==> config.mk <==
export PLATFORM = sky130hd
export DESIGN_NAME = canf_filter
export DESIGN_NICKNAME = d
export VERILOG_FILES = /design/src/rtl/canf_pkg.sv /design/src/rtl/canf_mask_bank.sv /design/src/rtl/canf_id_match.sv /design/src/rtl/canf_low_pick.sv /design/src/rtl/canf_filter.sv
export SDC_FILE = /design/constraint.sdc
export NUM_CORES = 1
export LEC_CHECK = 0
export ABC_AREA = 1
export ABC_CLOCK_PERIOD_IN_PS = 3000
export BUFFER_PORTS_ARGS = -buffer_cell sky130_fd_sc_hd__buf_2
export CAP_MARGIN = 0
export CELL_PAD_IN_SITES_DETAIL_PLACEMENT = 0
export CELL_PAD_IN_SITES_GLOBAL_PLACEMENT = 1
export CORE_ASPECT_RATIO = 0.6
export CORE_MARGIN = 10
export CORE_UTILIZATION = 31
export DETAILED_ROUTE_END_ITERATION = 12
export PLACE_DENSITY = 0.94
export REMOVE_ABC_BUFFERS = 1
export SLEW_MARGIN = 15
export SYNTH_ARGS = -nofsm -noshare
export SYNTH_HDL_FRONTEND = slang
export SYNTH_SLANG_ARGS = --single-unit
==> constraint.sdc <==
create_clock -name clk -period 3 [get_ports clk]
set_clock_uncertainty 0.15 [all_clocks]
set_input_delay 0.15 -clock clk [delete_from_list [all_inputs] [get_ports clk]]
set_output_delay 0.15 -clock clk [all_outputs]
set_load 0.02 [all_outputs]
==> src/rtl/canf_pkg.sv <==
package canf_pkg;
    localparam int unsigned MASK_W     = 32;
    localparam int unsigned STD_ID_W   = 11;
    localparam int unsigned EXT_ID_W   = 18;
    localparam int unsigned ID_W       = STD_ID_W + EXT_ID_W;
    localparam int unsigned NUM_MASK   = 3;
    localparam int unsigned SEL_W      = 2;
    localparam int unsigned IDE_POS    = 19;
    localparam int unsigned RTR_HI_POS = 20;
    localparam int unsigned RTR_LO_POS = 0;

    typedef enum logic [SEL_W-1:0] {
        SEL_SHARED = 2'd0,
        SEL_DED_A  = 2'd1,
        SEL_DED_B  = 2'd2,
        SEL_NONE   = 2'd3
    } mask_sel_e;

    typedef enum logic {
        ST_WAIT   = 1'b0,
        ST_RESULT = 1'b1
    } filt_state_e;

    // Apply the fixed mask positions: IDE compared, RTR/SRR never.
    function automatic logic [MASK_W-1:0] force_fixed(input logic [MASK_W-1:0] v);
        logic [MASK_W-1:0] r;
        r = v;
        r[IDE_POS]    = 1'b1;
        r[RTR_HI_POS] = 1'b0;
        r[RTR_LO_POS] = 1'b0;
        return r;
    endfunction

    // Repack a mask so that bit k lines up with identifier bit k.
    function automatic logic [ID_W-1:0] cmp_view(input logic [MASK_W-1:0] v);
        return {v[MASK_W-1 -: STD_ID_W], v[RTR_HI_POS-2 -: EXT_ID_W]};
    endfunction
endpackage

==> src/rtl/canf_mask_bank.sv <==
module canf_mask_bank
    import canf_pkg::*;
(
    input  logic                            clk,
    input  logic                            rst_n,
    input  logic                            wr_en,
    input  logic [SEL_W-1:0]                wr_sel,
    input  logic [MASK_W-1:0]               wr_data,
    input  logic [SEL_W-1:0]                rd_sel,
    output logic [MASK_W-1:0]               rd_data,
    output logic [NUM_MASK-1:0][ID_W-1:0]   cmp
);
    logic [MASK_W-1:0] bank [NUM_MASK];

    for (genvar g = 0; g < NUM_MASK; g++) begin : g_reg
        logic [MASK_W-1:0] q;
        always_ff @(posedge clk or negedge rst_n) begin
            if (!rst_n) begin
                q <= force_fixed('1);
            end else if (wr_en && (wr_sel == SEL_W'(g))) begin
                q <= force_fixed(wr_data);
            end
        end
        assign bank[g] = q;
        assign cmp[g]  = cmp_view(q);
    end

    always_comb begin
        rd_data = '0;
        for (int i = 0; i < NUM_MASK; i++) begin
            if (rd_sel == SEL_W'(i)) begin
                rd_data = force_fixed(bank[i]);
            end
        end
    end
endmodule

==> src/rtl/canf_id_match.sv <==
module canf_id_match
    import canf_pkg::*;
(
    input  logic [ID_W-1:0] cmp,
    input  logic [ID_W-1:0] rx_id,
    input  logic            rx_ide,
    input  logic [ID_W-1:0] mb_id,
    input  logic            mb_ide,
    input  logic            eligible,
    output logic            hit
);
    logic [ID_W-1:0] span;
    logic [ID_W-1:0] miss;

    // Standard frames only look at the upper identifier field.
    assign span = {{STD_ID_W{1'b1}}, {EXT_ID_W{rx_ide}}};
    assign miss = (rx_id ^ mb_id) & cmp & span;
    assign hit  = eligible & ~(rx_ide ^ mb_ide) & ~(|miss);
endmodule

==> src/rtl/canf_low_pick.sv <==
module canf_low_pick #(
    parameter int unsigned N     = 16,
    localparam int unsigned IDX_W = (N > 1) ? $clog2(N) : 1
) (
    input  logic [N-1:0]     req,
    output logic             any,
    output logic [IDX_W-1:0] idx
);
    always_comb begin
        any = |req;
        idx = '0;
        for (int i = N - 1; i >= 0; i--) begin
            if (req[i]) begin
                idx = IDX_W'(i);
            end
        end
    end
endmodule

==> src/rtl/canf_filter.sv <==
module canf_filter
    import canf_pkg::*;
#(
    parameter int unsigned NUM_MB = 16,
    parameter int unsigned DED_A  = 14,
    parameter int unsigned DED_B  = 15,
    localparam int unsigned IDX_W = $clog2(NUM_MB)
) (
    input  logic                   clk,
    input  logic                   rst_n,
    input  logic                   mask_wr,
    input  logic [1:0]             mask_wr_sel,
    input  logic [31:0]            mask_wdata,
    input  logic [1:0]             mask_rd_sel,
    output logic [31:0]            mask_rdata,
    input  logic                   frm_valid,
    input  logic [28:0]            rx_id,
    input  logic                   rx_ide,
    input  logic                   rx_rtr,
    input  logic [NUM_MB-1:0]      mb_en,
    input  logic [NUM_MB-1:0]      mb_rxe,
    input  logic [NUM_MB*29-1:0]   mb_id,
    input  logic [NUM_MB-1:0]      mb_ide,
    output logic                   res_valid,
    output logic                   res_hit,
    output logic [IDX_W-1:0]       res_idx
);
    logic [NUM_MASK-1:0][ID_W-1:0] cmp_all;
    logic [NUM_MB-1:0]             req;
    logic                          any;
    logic [IDX_W-1:0]              pick;
    filt_state_e                   state_q, state_d;
    logic                          hit_q;
    logic [IDX_W-1:0]              idx_q;

    canf_mask_bank u_bank (
        .clk     (clk),
        .rst_n   (rst_n),
        .wr_en   (mask_wr),
        .wr_sel  (mask_wr_sel),
        .wr_data (mask_wdata),
        .rd_sel  (mask_rd_sel),
        .rd_data (mask_rdata),
        .cmp     (cmp_all)
    );

    for (genvar g = 0; g < NUM_MB; g++) begin : g_mb
        localparam int unsigned MSEL = (g == DED_A) ? int'(SEL_DED_A) :
                                       (g == DED_B) ? int'(SEL_DED_B) :
                                                      int'(SEL_SHARED);
        canf_id_match u_match (
            .cmp      (cmp_all[MSEL]),
            .rx_id    (rx_id),
            .rx_ide   (rx_ide),
            .mb_id    (mb_id[g*ID_W +: ID_W]),
            .mb_ide   (mb_ide[g]),
            .eligible (mb_en[g] & mb_rxe[g] & ~rx_rtr),
            .hit      (req[g])
        );
    end

    canf_low_pick #(.N(NUM_MB)) u_pick (
        .req (req),
        .any (any),
        .idx (pick)
    );

    // State register
    always_ff @(posedge clk or negedge rst_n) begin
        if (!rst_n) begin
            state_q <= ST_WAIT;
        end else begin
            state_q <= state_d;
        end
    end

    // Transitions: accept, retire, chain, idle
    always_comb begin
        state_d = state_q;
        unique case (state_q)
            ST_WAIT:   state_d = frm_valid ? ST_RESULT : ST_WAIT;
            ST_RESULT: state_d = frm_valid ? ST_RESULT : ST_WAIT;
        endcase
    end

    // Result outputs, captured with the frame
    always_ff @(posedge clk or negedge rst_n) begin
        if (!rst_n) begin
            hit_q <= 1'b0;
            idx_q <= '0;
        end else if (frm_valid) begin
            hit_q <= any;
            idx_q <= any ? pick : '0;
        end else begin
            hit_q <= 1'b0;
            idx_q <= '0;
        end
    end

    assign res_valid = (state_q == ST_RESULT);
    assign res_hit   = hit_q;
    assign res_idx   = idx_q;
endmodule

After elaboration in Yosys (flattened, before gate mapping)

Index checks and enable logic that the tools add are counted.

Bits in registers: 93
Input bits: 583

Multiplexer cells: 23
Bitwise logic cells: 161
Equal/unequal tests: 4
Reductions and logical operators: 22

Operators by type and width:

| cell                                                | count |
|---|---|
| AND 29 bit                                          | 32 |
| OR reduction 29 bit                                 | 16 |
| bitwise XOR 29 bit                                  | 16 |
| two-way mux 32 bit                                  | 3 |
| two-way mux 4 bit                                   | 18 |
| AND 1 bit                                           | 64 |
| inverter 1 bit                                      | 33 |
| OR reduction 16 bit                                 | 1 |
| bitwise XOR 1 bit                                   | 16 |
| equality test 2 x 1 -> 1 bit, second input constant | 2 |
| equality test 2 bit, second input constant          | 2 |
| logical NOT 2 bit                                   | 2 |
| logical AND 1 bit                                   | 3 |
| two-way mux 1 bit                                   | 2 |

Longest topological paths before layout

Depth after elaboration: 24
Gate-level depth with buffers: 25

Modules after synthesis

From an unflattened synthesis, not the netlist that was laid out.

Cell total of the unflattened synthesis: 2753
Area, all modules: 14746.6 um^2

Modules (own cells, without submodules):

| module         | times used | sequential area each (um^2) | area an instance (um^2) | cells each |
|---|---|---|---|---|
| canf_id_match  | 16         | 0.0                         | 619.3                   | 133 |
| canf_mask_bank | 1          | 2285.9                      | 4286.6                  | 526 |
| canf_filter    | 1          | 150.1                       | 341.6                   | 50 |
| canf_low_pick  | 1          | 0.0                         | 209.0                   | 49 |

Worst setup path after synthesis

No wires, ideal clock.

Kind: register -> register
From: reg u_bank.g_reg[0].q[14]
To: reg idx_q[0], in the netlist res_idx[0]
Setup time: 122 ps
Setup slack: 837 ps
Data arrival time: 1890 ps
Data required time: 2728 ps
Stages on the path, launching flop included: 20
Path through: dfstp_2 -> buf_2 -> clkinv_1 -> a21oi_1 -> o21ai_0 -> a21oi_1 -> nor2_1 -> nand4_1 -> nand3b_1 -> nand2_1 -> nand2_1 -> nand2_1 -> nand2_1 -> nand2_1 -> nand2_1 -> nand2_1 -> nand2_1 -> nand2_1 -> nand2_1 -> a21oi_1

Cells in the longest elaborated chain, start to end: 21
Elaborated cells on any way between the ends: 87
Those cells by class: 16 x mux; 56 x bitwise; 15 x reduce/logical

Ends and longest elaborated chain:

| what                            | RTL line             | RTL |
|---|---|---|
| from (decl)                     | canf_mask_bank.sv:16 | `logic [MASK_W-1:0] q;` |
| from (signal assigned)          | canf_mask_bank.sv:19 | `q <= force_fixed('1);` |
| from (signal assigned)          | canf_mask_bank.sv:21 | `q <= force_fixed(wr_data);` |
| AND 29 bit (2 in a row)         | canf_id_match.sv:17  | `assign miss = (rx_id ^ mb_id) & cmp & span;` |
| OR reduction 29 bit             | canf_id_match.sv:18  | `assign hit = eligible & ~(rx_ide ^ mb_ide) & ~(\|miss);` |
| inverter 1 bit                  | canf_id_match.sv:18  |  |
| AND 1 bit                       | canf_id_match.sv:18  |  |
| two-way mux 4 bit (14 in a row) | canf_low_pick.sv:13  | `if (req[i]) begin` |
| two-way mux 4 bit (*)           | canf_filter.sv:93    | `idx_q <= any ? pick : '0;` |
| two-way mux 4 bit (*)           | canf_filter.sv:91    | `end else if (frm_valid) begin` |
| to (signal assigned)            | canf_filter.sv:93    |  |
| to (decl)                       | canf_filter.sv:34    | `logic [IDX_W-1:0] idx_q;` |

Mark *: on every way between the ends. The rest lies on a longest branch, timed or not.
A chain may end at the register's enable or synchronous reset.

Final worst setup path

From: reg u_bank.g_reg[0].q[15]
To: reg idx_q[0], in the netlist res_idx[0]

The elaborated chain is that of the path after synthesis.

==> out/summary.txt <==
status -> finished, final reports clean
Setup CP Type -> register to register
dpl hpwl -> 64,700 µm
Die W -> 282 µm
Slew Viols, Final -> 0
share of the synthesized area in the top cell type -> 0.179
CTS root buffer -> clkbuf_16
minimum clock period -> 2.81 ns
FILL cells -> 4,342
DP Worst Slack -> 0.175 ns
share of cells above drive strength 1 -> 0.320
worst hold path type -> input pin to register
IO Count -> 621
R2R setup slack -> 0.19 ns
CTS tree -> built
Initial DRC Count -> 1,937
Post-Syn Instances -> 2,107
global-route usage over all layers -> 0.293
Sw Share -> 0.453
vias in the first global route -> 16,490
Area Overhead vs Synth -> 31.9%
commonest cells in the synthesized netlist -> 517 x nand2_1, 312 x o21ai_0, 252 x a21oi_1
Fin. Hold Viols -> 0
Avg WL per Cell -> 24.0 µm
clock transition at the registers of the reported paths -> 0.07 ns
CP max stage cell -> nor3b_1
worst reg-to-reg path cell count -> 12
top cells by area, synth -> dfstp_2 18%, nand2_1 15%, o21ai_0 12%
Rows -> 57
post-route DRC violation count -> 0
initial antenna violation count -> 38
combinational share of power -> 0.510
pwr dens -> 377 nW/µm²
top-count cell post-synth -> nand2_1
total wire length -> 78,000 µm
Avg Vias per Cell -> 5.39
number of flops mapped to enable cells by yosys -> 0
H-tree Lvls -> 3
die height -> 177 µm
final cell count without fillers -> 3,252
ys async rst share -> 1.00
syn_area_per_cell -> 6.06 µm²
gr ovfl total -> 0
worst r2r src -> u_bank.g_reg[0].q[15]
Ys Warns -> 0
Worst Path Required -> 3.09 ns
sequential area share after synthesis -> 0.191
nature of the critical path startpoint -> register
CP Capture Type -> register
core area -> 40,600 µm²
max incr delay on CP -> 0.69 ns
TritonCTS buffer count -> 9
Max Cap Viol -> 0
die footprint -> 50,000 µm²
Setup crit start -> u_bank.g_reg[0].q[15]
pin count of the biggest net entering global routing -> 59
I/O Buffers -> 615
CTS max path bufs -> 2
Leak -> 8.26 nW
CP bufs+invs -> 1
share of power burned in registers -> 0.297
final total power -> 6.35 mW
# setup viols final -> 0
Inst Count DP -> 3,175
first-pass GRT wire length -> 109,000 µm
CP Depth -> 12
Max VDD drop -> 0.323 mV
initial core utilization -> 0.315
Post-Syn Area -> 12,800 µm²
critical path endpoint -> res_idx[0]
Slew headroom -> 0.412
Worst-Margin Slew -> 0.878 ns
unrepaired setup endpoints after global routing -> no
Post-Layout Inst Area -> 16,800 µm²
WHS Path Cells -> 7
first-pass detailed-route iteration total -> 6
Synth area leader -> dfstp_2
final worst setup slack -> 0.192 ns
clock sinks -> 93
Crit path max-delay family -> simple AND/OR/NAND/NOR gates
FMAX -> 356 MHz
Routed Antenna Nets -> 0
post-route setup TNS -> 0 ns
crit path DAT -> 2.90 ns
Clock Power Share -> 0.193
internal power -> 3.47 mW
worst flop-to-flop path endpoint -> res_idx[0]
Final Cycle Share -> 0.936
vias post-DR -> 17,542
Util after Layout -> 0.415
Crit Path Max Fanout -> 11
final net count -> 3,276
GP Congestion -> 1.01
Skew-Pair Late Insertion Delay -> 0.36 ns
synth unique cells -> 55
final hold slack -> 0.211 ns
FF+latch count, synth -> 93
Most common cell on crit path -> nand2_1
critical-path cell list -> inv_1 -> nor3b_1 -> o41ai_2 -> nand4_1 -> nand3b_1 -> nand2_1 -> nor2_1 -> nand2_2 -> nand2_1 -> nand2_2 -> nand2_1 -> a21oi_1
Top FF cell, synth -> dfstp_2
post-place instance area -> 16,100 µm²
sw power -> 2.88 mW
[worst min-delay path by stage]
stage / startpoint / to / slack, ns
floorplan: rst_n / res_hit / -0.30
global placement: frm_valid / res_valid / 0.18
detailed placement: frm_valid / res_valid / 0.17
CTS: mb_rxe[1] / res_idx[0] / 0.19
global route: mb_rxe[1] / res_idx[0] / 0.25
finish: mb_rxe[3] / res_idx[0] / 0.21
[cells by family after synthesis]
group / count (synthesis) / synth area share
other cells: 1 / 0.000294
flops: 93 / 0.191
buf+inv: 285 / 0.120
compound gates: 678 / 0.293
simple gates: 940 / 0.312
xor+xnor: 110 / 0.0837
[routing by layer]
layer  GRT usage  wire (µm)
met5           0         79
met4      0.0817       1870
met3      0.0611       8080
met2       0.466      35300
met1       0.393      32700
[worst min-delay path, stage by stage]
cell	delay, ns
buf_2	0.09
nand3_1	0.07
nor2_1	0.09
nand3_2	0.10
nand2_1	0.06
nand2_1	0.06
a21oi_1	0.06
[layout make-up]
| cell class | count | area (µm²) | share of cell area |
|---|---|---|---|
| tap | 531 | 664 | 0.0394 |
| clock inverter | 5 | 67.6 | 0.00401 |
| clock buffer | 10 | 229 | 0.0136 |
| inverter | 135 | 526 | 0.0312 |
| multi-input combinational | 1730 | 8830 | 0.524 |
| antenna | 24 | 60.1 | 0.00357 |
| sequential | 93 | 2440 | 0.145 |
| timing repair buffer | 724 | 4030 | 0.239 |
[timing repair]
item,in CTS,in global routing
buffers inserted,0,7
setup endpoints to repair,0,2
hold buffers,31,0
endpoints found under the hold margin,122,0
gates resized for setup,0,5
[state kept, by name, indices dropped and copies added (netlist names)]
signal	cells
res_hit	1
res_idx	4
u_bank.g.q	87
res_valid	1
[power groups by stage]
stage	logic [mW]	registers [mW]	clock network, mW
after floorplan	1.52	1.78	0
after global placement	3.06	1.88	0
after detailed placement	3.10	1.89	0
after CTS	3.15	1.87	1.25
after global routing	3.53	1.92	1.30
final	3.24	1.89	1.22
[layout by cell type, fill, tap and decap left out, drive strengths merged, types with 3 or more instances in the layout]
master and count:
buf 692, nand2 519, o21ai 352, a21oi 252
nor2 201, inv 131, nand3 100, dfstp 87
xor2 57, nand4 56, xnor2 53, dlygate4sd3 31
or2 30, o41ai 27, diode 24, a21o 13
nor3 13, clkbuf 11, o2111ai 10, nor4 9
dfrtp 6, clkinvlp 5, a211oi 5, o22ai 4
clkinv 3, o211ai 3, nor3b 3, nand3b 3
nor4b 3
Power figures use the tool's default switching activity.
